**config.mk**
```make
export PLATFORM = sky130hd
export DESIGN_NAME = drv_init_seq
export DESIGN_NICKNAME = d
export VERILOG_FILES = /design/src/rtl/drv_init_pkg.sv /design/src/rtl/drv_init_timer.sv /design/src/rtl/drv_init_compose.sv /design/src/rtl/drv_init_judge.sv /design/src/rtl/drv_init_seq.sv
export SDC_FILE = /design/constraint.sdc
export NUM_CORES = 1
export LEC_CHECK = 0
export ABC_AREA = 1
export CORE_ASPECT_RATIO = 0.7
export CORE_MARGIN = 4
export CORE_UTILIZATION = 40
export DETAILED_ROUTE_END_ITERATION = 8
export HOLD_SLACK_MARGIN = 0.06
export PLACE_DENSITY = 0.72
export SYNTH_ARGS = -nofsm -noshare
export SYNTH_HDL_FRONTEND = slang
export SYNTH_SLANG_ARGS = --single-unit
```
**constraint.sdc**
```tcl
create_clock -name clk -period 3.8 [get_ports clk]
set_input_delay 0.76 -clock clk [delete_from_list [all_inputs] [get_ports clk]]
set_output_delay 0.76 -clock clk [all_outputs]
set_load 0.01 [all_outputs]
```
**src/rtl/drv_init_pkg.sv**
```systemverilog
package drv_init_pkg;

    localparam int NUM_OUT = 4;

    localparam logic [3:0] ADDR_CFG    = 4'h1;
    localparam logic [3:0] ADDR_OFFD   = 4'h2;
    localparam logic [3:0] ADDR_OND    = 4'h3;
    localparam logic [3:0] ADDR_GSTAT  = 4'h7;
    localparam logic [3:0] ADDR_IDENT  = 4'h8;
    localparam logic [7:0] IDENT_VALUE = 8'hB1;
    localparam int         POR_BIT     = 0;
    localparam int         OUTEN_BIT   = 7;

    typedef enum logic [3:0] {
        ST_HOLD   = 4'd0,
        ST_SETTLE = 4'd1,
        ST_ID     = 4'd2,
        ST_POR    = 4'd3,
        ST_CFG    = 4'd4,
        ST_OFFD   = 4'd5,
        ST_OND    = 4'd6,
        ST_GLOB   = 4'd7,
        ST_DONE   = 4'd8,
        ST_FAIL   = 4'd9
    } state_e;

    typedef struct packed {
        logic       wr;
        logic [3:0] addr;
        logic [7:0] data;
    } frame_t;

    function automatic logic is_frame_step(state_e s);
        return (s >= ST_ID) && (s <= ST_GLOB);
    endfunction

    function automatic logic [2:0] step_num(state_e s);
        return 3'(s - ST_ID + 1);
    endfunction

endpackage

```
**src/rtl/drv_init_timer.sv**
```systemverilog
module drv_init_timer #(
    parameter int W = 8
) (
    input  logic         clk,
    input  logic         rst_n,
    input  logic         run,
    input  logic [W-1:0] limit,
    output logic         last
);
    logic [W-1:0] cnt_d, cnt_q;

    assign last = run && (cnt_q == limit - W'(1));

    always_comb begin
        cnt_d = cnt_q;
        if (run) begin
            cnt_d = last ? '0 : cnt_q + W'(1);
        end
    end

    always_ff @(posedge clk or negedge rst_n) begin
        if (!rst_n) cnt_q <= '0;
        else        cnt_q <= cnt_d;
    end
endmodule

```
**src/rtl/drv_init_compose.sv**
```systemverilog
module drv_init_compose
    import drv_init_pkg::*;
(
    input  state_e       step,
    input  logic         cfg_par12,
    input  logic         cfg_par34,
    input  logic [NUM_OUT-1:0] cfg_direct,
    input  logic [1:0]   cfg_diag_filt,
    input  logic [2:0]   cfg_oc_filt,
    input  logic [1:0]   cfg_oc_thr,
    output frame_t       frame
);
    always_comb begin
        frame = '0;
        unique case (step)
            ST_ID, ST_POR: begin
                frame.wr   = 1'b0;
                frame.addr = ADDR_GSTAT;
            end
            ST_CFG: begin
                frame.wr   = 1'b1;
                frame.addr = ADDR_CFG;
                frame.data = {2'b00, cfg_par34, cfg_par12, cfg_direct};
            end
            ST_OFFD: begin
                frame.wr   = 1'b1;
                frame.addr = ADDR_OFFD;
                frame.data = {2'b00, cfg_diag_filt, {NUM_OUT{1'b1}}};
            end
            ST_OND: begin
                frame.wr   = 1'b1;
                frame.addr = ADDR_OND;
                frame.data = {3'b000, cfg_oc_filt, cfg_oc_thr};
            end
            ST_GLOB: begin
                frame.wr   = 1'b1;
                frame.addr = ADDR_GSTAT;
                frame.data = 8'(1) << OUTEN_BIT;
            end
            default: frame = '0;
        endcase
    end
endmodule

```
**src/rtl/drv_init_judge.sv**
```systemverilog
module drv_init_judge
    import drv_init_pkg::*;
(
    input  state_e     step,
    input  logic [3:0] raddr,
    input  logic [7:0] rdata,
    input  logic       par_err,
    input  logic       xfer_err,
    output logic       link_bad,
    output logic       content_bad
);
    always_comb begin
        link_bad    = par_err || xfer_err;
        content_bad = 1'b0;
        unique case (step)
            ST_ID:  content_bad = (raddr != ADDR_IDENT) || (rdata != IDENT_VALUE);
            ST_POR: content_bad = (raddr != ADDR_GSTAT) || !rdata[POR_BIT];
            default: content_bad = 1'b0;
        endcase
    end
endmodule

```
**src/rtl/drv_init_seq.sv**
```systemverilog
module drv_init_seq
    import drv_init_pkg::*;
#(
    parameter int CLK_KHZ     = 250000,
    parameter int RST_HOLD_US = 10,
    parameter int SETTLE_US   = 210,
    parameter bit HAS_EN      = 1'b1
) (
    input  logic       clk,
    input  logic       rst_n,
    input  logic       cfg_par12,
    input  logic       cfg_par34,
    input  logic [3:0] cfg_direct,
    input  logic [1:0] cfg_diag_filt,
    input  logic [2:0] cfg_oc_filt,
    input  logic [1:0] cfg_oc_thr,
    output logic       frm_req,
    output logic       frm_wr,
    output logic [3:0] frm_addr,
    output logic [7:0] frm_wdata,
    input  logic       frm_ack,
    input  logic [3:0] frm_raddr,
    input  logic [7:0] frm_rdata,
    input  logic       frm_par_err,
    input  logic       frm_xfer_err,
    output logic       drv_reset_n,
    output logic       drv_en,
    output logic [3:0] drv_ctrl,
    output logic       comm_fault_en,
    output logic       done,
    output logic       error,
    output logic [3:0] err_code
);
    localparam int HOLD_CYC   = (CLK_KHZ * RST_HOLD_US) / 1000 > 0 ? (CLK_KHZ * RST_HOLD_US) / 1000 : 1;
    localparam int SETTLE_CYC = (CLK_KHZ * SETTLE_US) / 1000 > 0 ? (CLK_KHZ * SETTLE_US) / 1000 : 1;
    localparam int MAX_CYC    = HOLD_CYC > SETTLE_CYC ? HOLD_CYC : SETTLE_CYC;
    localparam int CW         = $clog2(MAX_CYC + 1);

    typedef struct packed {
        state_e     st;
        logic       req;
        logic       rstn;
        logic [3:0] code;
    } seq_t;

    seq_t   d, q;
    frame_t cur_frame;
    logic   t_run, t_last, link_bad, content_bad;
    logic [CW-1:0] t_limit;

    assign t_run   = (q.st == ST_HOLD) || (q.st == ST_SETTLE);
    assign t_limit = (q.st == ST_HOLD) ? CW'(HOLD_CYC) : CW'(SETTLE_CYC);

    drv_init_timer #(.W(CW)) u_timer (
        .clk   (clk),
        .rst_n (rst_n),
        .run   (t_run),
        .limit (t_limit),
        .last  (t_last)
    );

    drv_init_compose u_compose (
        .step          (q.st),
        .cfg_par12     (cfg_par12),
        .cfg_par34     (cfg_par34),
        .cfg_direct    (cfg_direct),
        .cfg_diag_filt (cfg_diag_filt),
        .cfg_oc_filt   (cfg_oc_filt),
        .cfg_oc_thr    (cfg_oc_thr),
        .frame         (cur_frame)
    );

    drv_init_judge u_judge (
        .step        (q.st),
        .raddr       (frm_raddr),
        .rdata       (frm_rdata),
        .par_err     (frm_par_err),
        .xfer_err    (frm_xfer_err),
        .link_bad    (link_bad),
        .content_bad (content_bad)
    );

    always_comb begin
        d     = q;
        d.req = 1'b0;
        unique case (q.st)
            ST_HOLD: begin
                if (t_last) begin
                    d.st   = ST_SETTLE;
                    d.rstn = 1'b1;
                end
            end
            ST_SETTLE: begin
                if (t_last) begin
                    d.st  = ST_ID;
                    d.req = 1'b1;
                end
            end
            ST_ID, ST_POR, ST_CFG, ST_OFFD, ST_OND, ST_GLOB: begin
                if (frm_ack && !q.req) begin
                    if (link_bad) begin
                        d.st   = ST_FAIL;
                        d.code = {1'b0, step_num(q.st)};
                    end else if (content_bad) begin
                        d.st   = ST_FAIL;
                        d.code = {1'b1, step_num(q.st)};
                    end else if (q.st == ST_GLOB) begin
                        d.st = ST_DONE;
                    end else begin
                        d.st  = state_e'(q.st + 4'd1);
                        d.req = 1'b1;
                    end
                end
            end
            default: d = q;
        endcase
    end

    always_ff @(posedge clk or negedge rst_n) begin
        if (!rst_n) begin
            q.st   <= ST_HOLD;
            q.req  <= 1'b0;
            q.rstn <= 1'b0;
            q.code <= '0;
        end else begin
            q <= d;
        end
    end

    assign frm_req       = q.req;
    assign frm_wr        = cur_frame.wr;
    assign frm_addr      = cur_frame.addr;
    assign frm_wdata     = cur_frame.data;
    assign drv_reset_n   = q.rstn;
    assign drv_ctrl      = '0;
    assign done          = (q.st == ST_DONE);
    assign comm_fault_en = (q.st == ST_DONE);
    assign error         = (q.st == ST_FAIL);
    assign err_code      = q.code;

    generate
        if (HAS_EN) begin : g_en
            assign drv_en = 1'b1;
            p_en_before_release_r1: assert property (@(posedge clk) disable iff (!rst_n)
                $rose(drv_reset_n) |-> drv_en);
        end else begin : g_no_en
            assign drv_en = 1'b0;
        end
    endgenerate

    p_req_single_r10: assert property (@(posedge clk) disable iff (!rst_n)
        frm_req |=> !frm_req);

    p_fields_hold_r10: assert property (@(posedge clk) disable iff (!rst_n)
        (frm_req || (is_frame_step(q.st) && !frm_ack)) |=> ($stable(frm_addr) && $stable(frm_wdata)) || done || error);

    p_no_req_in_reset_r2: assert property (@(posedge clk) disable iff (!rst_n)
        !drv_reset_n |-> !frm_req);

    p_done_sticky_r11: assert property (@(posedge clk) disable iff (!rst_n)
        done |=> done);

    p_error_sticky_r11: assert property (@(posedge clk) disable iff (!rst_n)
        error |=> error && $stable(err_code));

    p_exclusive_r11: assert property (@(posedge clk) disable iff (!rst_n)
        !(done && error));

    p_code_step_r9: assert property (@(posedge clk) disable iff (!rst_n)
        error |-> (err_code[2:0] != 3'd0));

    p_no_req_after_end_r9: assert property (@(posedge clk) disable iff (!rst_n)
        (done || error) |-> !frm_req);

    p_fault_en_late_r8: assert property (@(posedge clk) disable iff (!rst_n)
        !drv_reset_n |-> !comm_fault_en);
endmodule

```
== Yosys cells after proc, flatten, opt, wreduce, memory -nomap -nowiden ==
Index checks and enable logic that the tools add are counted.
Widths: inputs -> output; s select.

* Register bits after elaboration: 26
* Latch bits: 0
* RAM bits: 0
* Memory bits (read-only): 0
* Bits of input ports: 30
* Logic and storage cells: 60
* Memories: 0

* $add $sub $neg: 5
* Multipliers: 0
* Divide/modulo/power cells: 0
* $lt $le $gt $ge: 0
* Equal/unequal tests: 16
* Shift-type cells: 0
* Multiplexer cells: 18
* Bitwise logic cells: 0
* Reduce and logical (&&, ||, !) cells: 16

{| class="wikitable"
|+ Operators by type and width
! operator !! count
|-
| $mux 16 || 2
|-
| $pmux 8 s4 || 1
|-
| $pmux 5 s5 || 1
|-
| $mux 4 || 6
|-
| $add 16x1->16 const B || 1
|-
| $eq 16x16->1 || 1
|-
| $eq 4x3->1 const B || 4
|-
| $sub 16x1->16 const B || 1
|-
| $pmux 4 s3 || 1
|-
| $mux 5 || 2
|-
| $eq 4x2->1 const B || 2
|-
| $eq 4x4->1 const B || 2
|-
| $ne 8x8->1 const B || 1
|-
| $reduce_or 6->1 || 1
|-
| $add 4x1->4 const B || 1
|-
| $eq 4x1->1 const B || 1
|-
| $logic_not 4->1 || 1
|-
| $logic_or 1x1->1 || 4
|-
| $ne 2x1->1 const B || 2
|-
| $ne 4x3->1 const B || 1
|-
| $ne 4x4->1 const B || 1
|-
| $reduce_and 4->1 || 1
|-
| $add 3x2->3 const B || 1
|-
| $mux 1 || 3
|-
| 11 further kinds || 13
|}

== Depth between registers and ports, before layout ==
Gate-level depths: netlist of run 1.

* Word-level depth: 7
* Mapped depth: 12
* Mapped depth without buffers: 11

== By module ==
From an unflattened synthesis of run 1, not the netlist that was laid out.

* Cell total of the unflattened synthesis: 460
* Area, all modules: 2884.0 µm²

{| class="wikitable"
|+ Modules (own cells, without submodules)
! module !! instances !! cells each !! area each (µm²)
|-
| drv_init_timer || 1 || 278 || 1681.6
|-
| drv_init_seq || 1 || 116 || 845.8
|-
| drv_init_compose || 1 || 38 || 232.7
|-
| drv_init_judge || 1 || 28 || 123.9
|}

== Least setup slack after synthesis of run 1 ==
OpenSTA, ideal clock, no wires.

* Kind: register -> output
* Start: register q[6] (netlist bit)
* End: output port done
* Arrival time: 1477 ps
* Slack: 1563 ps
* Cell stages (with the launch flop): 7
* Path buffers: 2
* Cells stage by stage: dfrtp_1 -> inv_1 -> ha_1 -> buf_2 -> inv_1 -> nor3_1 -> buf_4

* Cells in the longest elaborated chain, start to end: 1

{| class="wikitable"
|+ RTL lines
! what !! RTL line !! source
|-
| from (decl) || drv_init_seq.sv:46 || <nowiki>seq_t d, q;</nowiki>
|-
| $eq 4x4->1 || -- ||
|-
| to (decl) || drv_init_seq.sv:30 || <nowiki>output logic done,</nowiki>
|}

No other way between the ends.

== Worst setup path after layout of run 1 ==
* Start: register q[6] (netlist bit)
* End: output port frm_wdata[1]

* Cells in the longest elaborated chain, start to end: 2

{| class="wikitable"
|+ RTL lines
! what !! RTL line !! source
|-
| $eq 4x3->1 || drv_init_compose.sv:15 || <nowiki>unique case (step)</nowiki>
|-
| $pmux 8 s4 (*) || drv_init_compose.sv:15 ||
|-
| to (decl) || drv_init_seq.sv:20 || <nowiki>output logic [7:0] frm_wdata,</nowiki>
|}

Mark *: on every way between the ends. The rest lies on a longest branch, timed or not.

==> metrics.md, run 1 <==
| Metric | Value |
|---|---|
| Share of cells above drive strength 1 | `5.98%` |
| Setup crit end kind | `output pin` |
| FF-to-FF Start | `q[6]` |
| Later-pin clock latency in the skew report | `0.27 ns` |
| Pins Over Slew Limit | `0` |
| Hold depth | `1` |
| DP Wirelength | `4800 µm` |
| Hold Crit Class | `flop to flop` |
| Yosys warns | `0` |
| Synth Area per Inst | `6.55 µm²` |
| Hold_buf cts | `0` |
| Area grow syn2layout | `24.7%` |
| Placer Congestion | `0.925` |
| Vias in the first global route | `1953` |
| Hold_sp | `drv_reset_n` |
| Sequential-to-total area share from yosys stat | `a little under a third` |
| Clock-pin slew on the worst setup and hold paths | `approximately 0.090 ns` |
| Power per cell area | `180 mW/mm²` |
| Initial antenna violation count | `0` |
| Root buffer cell | `clkbuf_8` |
| Setup bufs post-CTS | `0` |
| XOR/XNOR Fraction of Synth Area | `3.28%` |
| Post-layout net count | `between 400 and 500` |
| Crit path largest cell delay | `0.54 ns` |
| Largest net degree at the start of global routing | `27` |
| DR WL/cell | `13.3 µm` |
| # DRC | `0` |
| Post-Synth Simple-Gate Area | `between 40% and 50%` |
| Worst-path cell with the longest stage delay | `clkdlybuf4s50_1` |
| Register bit total from synthesis | `26` |
| Data required time of the worst path | `3.04 ns` |
| Hold Path Sink | `drv_reset_n` |
| Die X | `95.3 µm` |
| Worst reg-to-reg setup slack | `1.64 ns` |
| Max Freq | `294 MHz` |
| Tmin final | `3.40 ns` |
| Synth unique cells | `35` |
| Final wirelength | `5820 µm` |
| CP Cell Sequence | `inv_1 > ha_1 > inv_1 > nor2_1 > a221o_1 > clkdlybuf4s50_1` |
| Overflow after GRT | `0` |
| Chip height | `69.1 µm` |
| Tcrit/Tclk final | `89.4%` |
| Worst vdd ir | `between 150 and 200 µV` |
| Storage element area | `651 µm²` |
| Largest family of logic cells by synthesized area | `simple AND/OR/NAND/NOR gates` |
| Area fraction in compound gates after synthesis | `7.80%` |
| Adder-Cell Fraction of Synth Area | `under 10%` |
| Antenna-violating nets left | `0` |
| Sink Count | `26` |
| Final Hold Fails | `0` |
| Top Family by Delay on Critical Path | `buffers and inverters` |
| Number of placed I/O pins | `57` |
| Filler Cell Count | `roughly 480` |
| Initial DRC Count | `~220` |
| Smallest hold slack | `~0.5 ns` |
| Diode count | `0` |
| Worst reg-to-reg path cell count | `11` |
| # Max-Cap Violations | `0` |
| Area of the multi-input gates | `0.00122 mm²` |
| Crit path buffers/inverters | `3` |
| Critical Path Most Common Cell | `inv_1` |
| Tot GR Track Use | `19.2%` |
| Outcome | `complete, no violations` |
| Clk buf depth | `2` |
| Clock Skew | `approximately 0.0050 ns` |
| Crit path kind | `flop to output pin` |
| Port buffer count | `between 40 and 50` |
| TritonCTS clock tree | `yes` |
| Critical path fanouts, max | `10` |
| H-tree depth | `1` |
| RSZ-0062 raised after global routing | `no` |
| Total number of vias | `2146` |
| Worst Setup Start Kind | `flop` |
| Row Count | `21` |
| Synthesized cell area | `roughly 0.0021 mm²` |
| Mux share of post-synthesis cell area | `0%` |
| Initial core utilization | `between 40 and 50%` |
| First-pass GRT wire length | `between 10000 and 15000 µm` |
| DR vias/cell | `4.91` |
| DR pass1 iterations | `8` |
| R2R Path End | `q[9]` |
| Cts bufs inserted | `3` |
| Setup TNS | `0 ns` |
| Cts repair resizes | `0` |
| Die Area | `0.00659 mm²` |
| Worst Path Arrival | `2.64 ns` |
| Mapped Cells | `~330` |
| Core area | `0.00497 mm²` |
| Leakage | `0.00125 µW` |
| Final setup viols | `0` |
==> layout by cell type (no fill, tap or decap) <==
master and n:
o21ai_0 6, o21ai_2 1, nor2_1 48, clkdlybuf4s50_1 49, a21oi_1 4, nand2_4 1, nor2_2 2, nand3_1 31
inv_4 1, nor2_4 1, buf_4 1, nand2_2 4, xnor2_1 2, nor3_4 1, clkinv_2 1, nor3_1 8
nand3_2 2, nand2_1 98, nor2_8 1, o21bai_1 1, nand3b_1 2, dfrtp_1 26, clkbuf_8 3, o21ai_4 1
inv_2 2, a22o_1 1, inv_1 38, o211ai_1 2, xor2_1 6, ha_1 5, a221o_1 4, o21ai_1 4
nand4_1 3, conb_1 7, or2_1 1
==> per-stage QoR <==
stage | utilization (%) | area [µm²] | std cells | power [µW] | setup WS, ns
after CTS | 53.6 | 2660 | 437 | 488 | 0.410
after floorplan | - | 2150 | 331 | 297 | 1.56
after global routing | 53.6 | 2660 | 437 | 505 | 0.201
after detailed placement | 52.8 | 2620 | 434 | 329 | 0.723
final | 53.6 | 2660 | 437 | 480 | 0.403
after global placement | 52.8 | 2620 | 434 | 329 | 0.907
==> state kept, by name, summed over array words and instances (netlist names) <==
name / flops
drv_reset_n: 1
err_code: 4
frm_req: 1
q: 4
u_timer.cnt_q: 16
==> where the power goes <==
group	internal (µW)	switching (µW)	total, µW
Combinational	29.1	17.7	46.8
Clock	71.1	85.7	157
Sequential	276	0	276
Total	377	103	480
==> synthesized netlist by cell type <==
master	n	area (µm²)
buf_2	3	15.0
nand2_2	4	25.0
o21ai_1	4	20.0
ha_1	5	62.6
or2_1	1	6.26
nor3_1	8	40.0
xor2_1	6	52.6
nand3_1	31	155
o21ai_4	1	16.3
dfrtp_1	26	651
conb_1	2	7.51
a22o_1	1	8.76
nand4_1	3	18.8
clkinv_2	1	5.00
o21bai_1	1	7.51
nor2_8	1	20.0
nand3b_1	2	15.0
inv_1	38	143
o21ai_0	6	30.0
nand2_4	1	11.3
nor3_4	1	16.3
nor2_4	1	11.3
o211ai_1	2	15.0
nor2_1	48	180
a221o_1	4	40.0
a21oi_1	4	20.0
nor2_2	2	12.5
inv_2	2	7.51
o21ai_2	1	8.76
nand2_1	98	368
inv_4	1	6.26
nand3_2	2	20.0
buf_6	1	11.3
buf_4	12	90.1
xnor2_1	2	17.5
==> worst reg2reg max path: stages, from the launching register on <==
cell	delay (ns)
dfrtp_1	0.46
inv_1	0.13
ha_1	0.43
nand2_2	0.23
inv_2	0.10
nand2_1	0.08
nand3_1	0.19
nand2_1	0.11
nand2_2	0.13
inv_2	0.07
nand3_1	0.06
nand2_1	0.07
==> layout make-up <==
class                      instances  share of cell area, %
multi-input combinational        247                   46.0
tap                               69                   3.24
inverter                          42                   6.06
clock buffer                       3                   1.55
timing repair buffer              50                   18.7
sequential                        26                   24.4
==> logic make-up after synthesis <==
kind of cell    after synthesis
flops                        26
fa+ha+maj                     5
other cells                   2
buf+inv                      58
compound gates               24
xor+xnor                      8
simple gates                203
==> worst max path at each step <==
stage,startpoint,end,slack [ns],cells past startpoint
finish,q[6],frm_wdata[1],0.40,6
global route,q[6],frm_wdata[1],0.20,6
CTS,q[6],frm_wdata[1],0.41,6
detailed placement,q[6],frm_wdata[1],0.72,6
global placement,q[6],frm_wdata[3],0.91,6
floorplan,q[6],done,1.56,6
==> per-layer routing <==
metal  vias to the layer above  GRT usage (%)  share of wire (%)
li1                       1097              -                  -
met1                       970           32.0                 51
met2                        75           25.6                 42
met3                         4           3.26                7.1
met4                         0           2.40               0.46
met5                         -              0                  0
Note: power is estimated with default switching activity, not from simulation.
==> run 2: changes to the inputs <==
--- a/config.mk
+++ b/config.mk
@@ -15,3 +15,4 @@
 export SYNTH_ARGS = -nofsm -noshare
 export SYNTH_HDL_FRONTEND = slang
 export SYNTH_SLANG_ARGS = --single-unit
+export TNS_END_PERCENT = 5
==> results of run 2 <==
The final DEF is identical to that of run 1; final timing and power are the same.
